## config.mk

```make
export PLATFORM = sky130hd
export DESIGN_NAME = lane_steer_top
export DESIGN_NICKNAME = d
export VERILOG_FILES = /design/src/rtl/lane_steer_pkg.sv /design/src/rtl/lane_steer_ctrl.sv /design/src/rtl/lane_steer_dp.sv /design/src/rtl/lane_steer_top.sv
export SDC_FILE = /design/constraint.sdc
export NUM_CORES = 1
export LEC_CHECK = 0
export BUFFER_PORTS_ARGS = -buffer_cell sky130_fd_sc_hd__buf_2
export CORE_ASPECT_RATIO = 0.5
export CORE_MARGIN = 1.5
export CORE_UTILIZATION = 41
export DETAILED_ROUTE_END_ITERATION = 16
export PLACE_DENSITY = 0.8
export SLEW_MARGIN = 20
export SYNTH_ARGS = -nofsm -noshare
export SYNTH_HDL_FRONTEND = slang
export SYNTH_SLANG_ARGS = --single-unit
```

## constraint.sdc

```tcl
create_clock -name clk -period 1.3 [get_ports clk]
set_input_delay 0.26 -clock clk [delete_from_list [all_inputs] [get_ports clk]]
set_output_delay 0.26 -clock clk [all_outputs]
set_load 0.02 [all_outputs]
```

## src/rtl/lane_steer_pkg.sv

```systemverilog
package lane_steer_pkg;

  // Control bits handed from the control module to the datapath.
  typedef struct packed {
    logic valid;     // accepted and strobed
    logic read;      // direction
    logic byteMode;  // single-lane access
    logic errAddr;   // misaligned word
    logic errSel;    // both size selects set
  } laneCtl_t;

endpackage

```

## src/rtl/lane_steer_ctrl.sv

```systemverilog
module lane_steer_ctrl
  import lane_steer_pkg::*;
#(
  parameter int NUM_LANES = 2,
  parameter int SEL_W     = (NUM_LANES > 1) ? $clog2(NUM_LANES) : 1
) (
  input  logic                 clk,
  input  logic                 rstN,
  input  logic                 reqValid,
  input  logic                 reqByte,
  input  logic                 reqWord,
  input  logic                 reqRead,
  input  logic [SEL_W-1:0]     laneSel,
  input  logic                 permitRd,
  input  logic                 permitWr,
  output laneCtl_t             ctlNext,
  output laneCtl_t             ctlQ,
  output logic [NUM_LANES-1:0] stbQ
);

  logic selBoth;
  logic oddWord;
  logic oneSize;
  logic permitted;
  logic accept;
  logic [NUM_LANES-1:0] stbNext;

  always_comb begin
    selBoth   = reqByte & reqWord;
    oddWord   = reqWord & ~reqByte & (|laneSel);
    oneSize   = reqByte ^ reqWord;
    permitted = reqRead ? permitRd : permitWr;
    accept    = reqValid & oneSize & ~oddWord & permitted;

    ctlNext.valid    = accept;
    ctlNext.read     = reqRead;
    ctlNext.byteMode = reqByte & ~reqWord;
    ctlNext.errAddr  = reqValid & oddWord;
    ctlNext.errSel   = reqValid & selBoth;
  end

  // Lane 0 is the least significant lane. A byte access selects its lane
  // big-endian, so the lowest byte address maps to the top lane.
  for (genvar i = 0; i < NUM_LANES; i++) begin : gLaneStb
    assign stbNext[i] = accept &
                        (reqWord | (laneSel == SEL_W'(NUM_LANES - 1 - i)));
  end

  always_ff @(posedge clk or negedge rstN) begin
    if (!rstN) begin
      ctlQ <= '0;
      stbQ <= '0;
    end else begin
      ctlQ <= ctlNext;
      stbQ <= stbNext;
    end
  end

endmodule

```

## src/rtl/lane_steer_dp.sv

```systemverilog
module lane_steer_dp
  import lane_steer_pkg::*;
#(
  parameter int DATA_W     = 16,
  parameter int LANE_W     = 8,
  parameter int ADDR_IN_W  = 32,
  parameter int BUS_ADDR_W = 24,
  parameter int NUM_LANES  = DATA_W / LANE_W
) (
  input  logic                  clk,
  input  logic                  rstN,
  input  laneCtl_t              ctlNext,
  input  laneCtl_t              ctlQ,
  input  logic [NUM_LANES-1:0]  stbQ,
  input  logic [ADDR_IN_W-1:0]  reqAddr,
  input  logic [DATA_W-1:0]     reqWdata,
  input  logic [DATA_W-1:0]     busRdata,
  output logic [BUS_ADDR_W-1:0] busAddr,
  output logic [DATA_W-1:0]     busWdata,
  output logic [DATA_W-1:0]     rdMerged,
  output logic [DATA_W-1:0]     rdByte
);

  logic [DATA_W-1:0] wdSteer;
  logic [LANE_W-1:0] pickedLane;

  // Write steering: a byte is replicated on every lane.
  for (genvar i = 0; i < NUM_LANES; i++) begin : gWrLane
    assign wdSteer[i*LANE_W +: LANE_W] =
      ctlNext.byteMode ? reqWdata[LANE_W-1:0] : reqWdata[i*LANE_W +: LANE_W];
  end

  always_ff @(posedge clk or negedge rstN) begin
    if (!rstN) begin
      busAddr  <= '0;
      busWdata <= '0;
    end else if (ctlNext.valid) begin
      busAddr  <= reqAddr[BUS_ADDR_W-1:0];
      busWdata <= wdSteer;
    end
  end

  // Read merge: lanes that are not strobed read as all ones.
  for (genvar i = 0; i < NUM_LANES; i++) begin : gRdLane
    assign rdMerged[i*LANE_W +: LANE_W] =
      stbQ[i] ? busRdata[i*LANE_W +: LANE_W] : {LANE_W{1'b1}};
  end

  // Byte extraction: OR across the (single) strobed lane.
  always_comb begin
    pickedLane = '0;
    for (int i = 0; i < NUM_LANES; i++) begin
      if (stbQ[i]) pickedLane = pickedLane | busRdata[i*LANE_W +: LANE_W];
    end
    rdByte = '0;
    if (ctlQ.valid && ctlQ.read && ctlQ.byteMode)
      rdByte = {{(DATA_W-LANE_W){1'b0}}, pickedLane};
  end

endmodule

```

## src/rtl/lane_steer_top.sv

```systemverilog
module lane_steer_top
  import lane_steer_pkg::*;
#(
  parameter int DATA_W     = 16,
  parameter int LANE_W     = 8,
  parameter int ADDR_IN_W  = 32,
  parameter int BUS_ADDR_W = 24
) (
  input  logic                  clk,
  input  logic                  rstN,
  input  logic                  reqValid,
  input  logic                  reqByte,
  input  logic                  reqWord,
  input  logic                  reqRead,
  input  logic [ADDR_IN_W-1:0]  reqAddr,
  input  logic [DATA_W-1:0]     reqWdata,
  input  logic                  permitRd,
  input  logic                  permitWr,
  input  logic [DATA_W-1:0]     busRdata,
  output logic                  busValid,
  output logic                  busUpper,
  output logic                  busLower,
  output logic                  busRead,
  output logic [BUS_ADDR_W-1:0] busAddr,
  output logic [DATA_W-1:0]     busWdata,
  output logic                  errAddr,
  output logic                  errSelect,
  output logic [DATA_W-1:0]     rdMerged,
  output logic [DATA_W-1:0]     rdByte
);

  localparam int NUM_LANES = DATA_W / LANE_W;
  localparam int SEL_W     = (NUM_LANES > 1) ? $clog2(NUM_LANES) : 1;

  laneCtl_t             ctlNext;
  laneCtl_t             ctlQ;
  logic [NUM_LANES-1:0] stbQ;

  lane_steer_ctrl #(.NUM_LANES(NUM_LANES), .SEL_W(SEL_W)) uCtrl (
    .clk      (clk),
    .rstN     (rstN),
    .reqValid (reqValid),
    .reqByte  (reqByte),
    .reqWord  (reqWord),
    .reqRead  (reqRead),
    .laneSel  (reqAddr[SEL_W-1:0]),
    .permitRd (permitRd),
    .permitWr (permitWr),
    .ctlNext  (ctlNext),
    .ctlQ     (ctlQ),
    .stbQ     (stbQ)
  );

  lane_steer_dp #(
    .DATA_W(DATA_W), .LANE_W(LANE_W), .ADDR_IN_W(ADDR_IN_W),
    .BUS_ADDR_W(BUS_ADDR_W), .NUM_LANES(NUM_LANES)
  ) uDp (
    .clk      (clk),
    .rstN     (rstN),
    .ctlNext  (ctlNext),
    .ctlQ     (ctlQ),
    .stbQ     (stbQ),
    .reqAddr  (reqAddr),
    .reqWdata (reqWdata),
    .busRdata (busRdata),
    .busAddr  (busAddr),
    .busWdata (busWdata),
    .rdMerged (rdMerged),
    .rdByte   (rdByte)
  );

  assign busValid  = ctlQ.valid;
  assign busRead   = ctlQ.read;
  assign busUpper  = stbQ[NUM_LANES-1];
  assign busLower  = stbQ[0];
  assign errAddr   = ctlQ.errAddr;
  assign errSelect = ctlQ.errSel;

endmodule

```

Yosys cells after proc, flatten, opt, wreduce, memory -nomap -nowiden

Index checks and enable logic that the tools add are counted.

Register bits after elaboration: 47
Input bits: 72
Output and inout bits: 78
Word-level logic and storage cells: 36

Multiplexer cells: 7
Bitwise logic cells: 19
Reduce and logical (&&, ||, !) cells: 2

Operators with widths:

| operator          | count |
|---|---|
| 2-to-1 mux 8 bit  | 6 |
| AND 1 bit         | 11 |
| OR 8 bit          | 1 |
| inverter 1 bit    | 4 |
| logical AND 1 bit | 2 |
| OR 1 bit          | 2 |
| 2-to-1 mux 1 bit  | 1 |
| XOR 1 bit         | 1 |

Logic depth before layout (Yosys ltp)

Word-level depth: 7
Depth in mapped cells: 5

Hierarchy

Synthesis repeated with hierarchy kept, for this count alone.

Cells, all modules: 169
Area total of the unflattened synthesis: 2149.6 um^2

By module, submodules not included:

| module          | times used | cells each | area each (um^2) |
|---|---|---|---|
| lane_steer_dp   | 1          | 146        | 1845.5 |
| lane_steer_ctrl | 1          | 23         | 304.0 |

Least setup slack after synthesis

OpenSTA, ideal clock, no wires.

Path kind: in2reg
Start point: in reqByte
End point: reg uDp.busAddr[14]
Arrival time: 1.562 ns
Slack: -0.387 ns
Cell stages on the path: 5
Buffers on the path: 1
Cell sequence: inv_1 ha_1 a2111oi_4 buf_6 mux2_2

Cells in the longest elaborated chain, start to end: 6
Elaborated cells between the ends (all ways): 8

Ends and longest elaborated chain:

| item                     | RTL line              | RTL |
|---|---|---|
| start, declared          | lane_steer_top.sv:12  | `input logic reqByte,` |
| inverter 1 bit           | lane_steer_ctrl.sv:30 | `oddWord = reqWord & ~reqByte & (\|laneSel);` |
| AND 1 bit (2 in a row)   | lane_steer_ctrl.sv:30 |  |
| inverter 1 bit           | lane_steer_ctrl.sv:33 | `accept = reqValid & oneSize & ~oddWord & permitted;` |
| AND 1 bit * (2 in a row) | lane_steer_ctrl.sv:33 |  |
| end signal, assigned     | lane_steer_dp.sv:38   | `busAddr <= reqAddr[BUS_ADDR_W-1:0];` |
| end, declared            | lane_steer_dp.sv:18   | `output logic [BUS_ADDR_W-1:0] busAddr,` |

Mark *: on every way between the ends. The rest lies on a longest branch, timed or not.
A chain may end at the register's enable or synchronous reset.

Final worst setup path

Start point: reg uCtrl.stbQ[0]
End point: out rdByte[2]

Cells in the longest elaborated chain, start to end: 4

Ends and longest elaborated chain:

| item                   | RTL line              | RTL |
|---|---|---|
| start, declared        | lane_steer_ctrl.sv:18 | `output logic [NUM_LANES-1:0] stbQ` |
| start signal, assigned | lane_steer_ctrl.sv:55 | `stbQ <= stbNext;` |
| 2-to-1 mux 8 bit *     | lane_steer_dp.sv:53   | `if (stbQ[i]) pickedLane = pickedLane \| busRdata[i*LANE_W +: LANE_W];` |
| OR 8 bit               | lane_steer_dp.sv:53   |  |
| 2-to-1 mux 8 bit *     | lane_steer_dp.sv:53   |  |
| 2-to-1 mux 8 bit *     | lane_steer_dp.sv:56   | `if (ctlQ.valid && ctlQ.read && ctlQ.byteMode)` |
| end, declared          | lane_steer_top.sv:29  | `output logic [DATA_W-1:0] rdByte` |

Marked as above.

==> run_results.csv <==
group,metric,value,unit
drt,drt-total-wl,7.281,mm
clock_tree,cts-root-to-sink-buffers,2,
drt,dr.first_iter.drc_count,81,
timing,min_period,1566,ps
power_and_ir_drop,power.share.switching,0.3426,
place,finalWeightedCongestion,0.7886,
timing,post-route-period-util,1.204,
place,post_dp_cell_area,3013,sq um
yosys,synth.top_cell.area_share,0.5481,
floorplan,core_area,4977,sq um
timing,timing.final.max_slew_violations,0,
floorplan,die_x,105.3,um
cells_and_area,final_common_cell,"buf_2",
place,hpwl_reported_at_the_end_of_detailed_placement,3.905,mm
power_and_ir_drop,power.density,1338,nW/um^2
clock_tree,tritoncts_clock_tree,"built",
power_and_ir_drop,clkPwrFrac,0.215,
timing,hold_viol_final,0,
clock_tree,cts_buf_count,5,
global_route,antenna_violations_before_repair,0,
power_and_ir_drop,p_leak,1.938,nW
yosys,synth_cell_type_count,20,
place,dp.cells,361,
yosys,synth_sequential_area_ratio,0.5481,
floorplan,io_pins,150,
timing,final_critical_path_setup_slack,-265.6,ps
drt,drt-vias-per-instance,4.842,
power_and_ir_drop,p_int,0.003411,W
floorplan,die_height,54.16,um
yosys,yosysTopAreaCell,"dfrtp_1",
flow_run,max_cap_viol_count,0,
clock_tree,clock-sinks,47,
yosys,synth_cells,156,
setup_path,critPathLaunchType,"flop",
place,dp_worst_setup_slack,-553.5,ps
clock_tree,clk_transition_reported_paths,100,ps
yosys,synth-seq-cells,47,
power_and_ir_drop,comb_power_share,0.390,
cells_and_area,layout.cell_area.non_filler,3879,sq um
cells_and_area,final_cell_mix,"buf_2, dfrtp_1, mux2_4, buf_6, nand2b_4",
timing,rsz0062_at_grt,"yes",
clock_tree,clk-insertion-delay-late,320,ps
yosys,avgSynthCellArea,13.76,sq um
status,status,"finished with violations",
drt,post-route-drc-count,0,
cells_and_area,post_layout_nonfiller_instances,392,
min_path,hold_path_class,"input pin to flop",
setup_path,crit_type,"flop to primary output",
yosys,post_synth_instance_area,2146,sq um
setup_path,critPathArrivalTime,1310,ps
global_route,grt.overflow.total,0,
clock_tree,cts-htree-levels,2,
floorplan,fp-row-count,18,
yosys,netlist_top_cells_area,"dfrtp_1, mux2_2, nand2b_1",
cells_and_area,syn2layout_area_growth,80.76,%
place,port_buffers,133,
drt,drt.antenna.violating_nets,0,
min_path,min_delay_path_depth,1,
global_route,grt_max_degree,33,
cells_and_area,share_of_layout_cells_above_drive_strength_1,0.8106,
cells_and_area,num-nets-final,396,
drt,detailroute.via_count,1898,
timing,max_clock_freq,0.6388,GHz
power_and_ir_drop,seqPwrFrac,0.394,
setup_path,critPathRequiredTime,1040,ps
setup_path,worst-path-max-fanout,5,
clock_tree,clk_root_buffer_cell,"clkbuf_8",
timing,setup_viol_count_final,66,
setup_path,number_of_cells_on_the_worst_reg_to_reg_path,1,
drt,wire_per_inst,18.57,um
floorplan,die_area,5703,sq um
power_and_ir_drop,ir_drop,0.9555,mV
global_route,globalRouteTotalUtil,0.2326,
floorplan,start_util,0.4311,
drt,drtPass1Iterations,4,
power_and_ir_drop,finalPower,0.005189,W
cells_and_area,n_fill_cell,284,
timing,fin_worst_hold_slack,57.37,ps
cells_and_area,antenna_cells,0,
yosys,synth_warnings,0,
power_and_ir_drop,switching_power,0.001778,W
status,failed_checks,"negative setup slack",
global_route,global_route_wire_length_before_repair,9.756,mm
timing,fin_worst_skew,0,ps
setup_path,crit_end_category,"primary output",
global_route,number_of_global_route_vias_before_repair,1813,
state kept, by name, summed over array words and instances (netlist names):
signal        cells
uDp.busAddr      24
uCtrl.ctlQ        5
uDp.busWdata     16
uCtrl.stbQ        2
logic make-up after synthesis:
group / Yosys count / synth area share
multiplexers: 49 / 0.2566
flip-flops: 47 / 0.5481
AND/OR/NAND/NOR: 27 / 0.06881
buffers and inverters: 18 / 0.05947
AO/OA/AOI/OAI: 11 / 0.04782
adder cells (fa/ha/maj): 3 / 0.01749
other: 1 / 0.001748
cell type report:
cell class                 instances  area [sq um]  share of cell area
timing repair buffer             166          1230              0.3171
sequential                        47          1179              0.3039
inverter                           3         18.77            0.004839
clock buffer                       5         68.82             0.01774
multi-input combinational         98          1249              0.3219
clock inverter                     3         46.29             0.01194
tap                               70         87.58             0.02258
power by group through the flow:
| stage | clock network (W) | registers (W) | logic [W] |
|---|---|---|---|
| floorplan | 0 | 0.00249 | 0.000574 |
| CTS | 0.00111 | 0.00203 | 0.00189 |
| finish | 0.00112 | 0.00204 | 0.00203 |
| global route | 0.00119 | 0.00208 | 0.00212 |
| detailed placement | 0 | 0.00205 | 0.00163 |
| global placement | 0 | 0.00203 | 0.00159 |
path summary, 6_finish.rpt:
| path | startpoint | slack, ps | to |
|---|---|---|---|
| max in group asynchronous | rstN | 420 | uCtrl.stbQ[1] |
| worst max-delay path | uCtrl.stbQ[0] | -270 | rdByte[2] |
| worst min register to register | uDp.busAddr[18] | 510 | uDp.busAddr[18] |
| min in group asynchronous | rstN | 390 | uDp.busWdata[8] |
| worst min-delay path | reqRead | 60 | uCtrl.ctlQ[3] |
| worst max register to register | uDp.busAddr[20] | 490 | uDp.busAddr[20] |
synthesized netlist by cell type:
| cell | instances |
|---|---|
| clkbuf_1 | 2 |
| conb_1 | 1 |
| buf_4 | 8 |
| dfrtp_1 | 47 |
| a21boi_0 | 1 |
| nor2_1 | 8 |
| mux2i_1 | 1 |
| a22oi_1 | 8 |
| buf_1 | 1 |
| and2_1 | 1 |
| mux2_1 | 3 |
| and3_1 | 1 |
| a2111oi_4 | 1 |
| mux2_2 | 45 |
| inv_1 | 3 |
| buf_6 | 4 |
| o21a_1 | 1 |
| nand2b_1 | 16 |
| ha_1 | 3 |
| nand3_1 | 1 |
routing by layer:
| layer | global-route usage | part of all wire |
|---|---|---|
| met1 | 0.2769 | 0.42 |
| met4 | 0.05023 | 0.012 |
| met5 | 0 | 0 |
| met3 | 0.04843 | 0.043 |
| met2 | 0.4499 | 0.53 |
stage by stage:
stage | setup TNS [ps] | utilization
2_1_floorplan | -13600 | -
6_report | -11340 | 0.7793
3_3_place_gp | -17910 | 0.6053
4_1_cts | -7878 | 0.7237
3_5_place_dp | -20180 | 0.6053
5_1_grt | -12520 | 0.7793
worst max-delay path, cell delays in order (launching register included):
cell     delay [ps]
dfrtp_2         440
buf_6           140
a22oi_2         210
nor2_2           70
buf_6           130
timing repair:
action	CTS	global route
setup endpoints to repair	66	66
pin swaps	1	8
gates resized for setup	68	74
gates cloned	5	0
setup buffers	14	9
endpoints found under the hold margin	15	0
hold buffers	1	0
(Power assumes the default switching activity.)
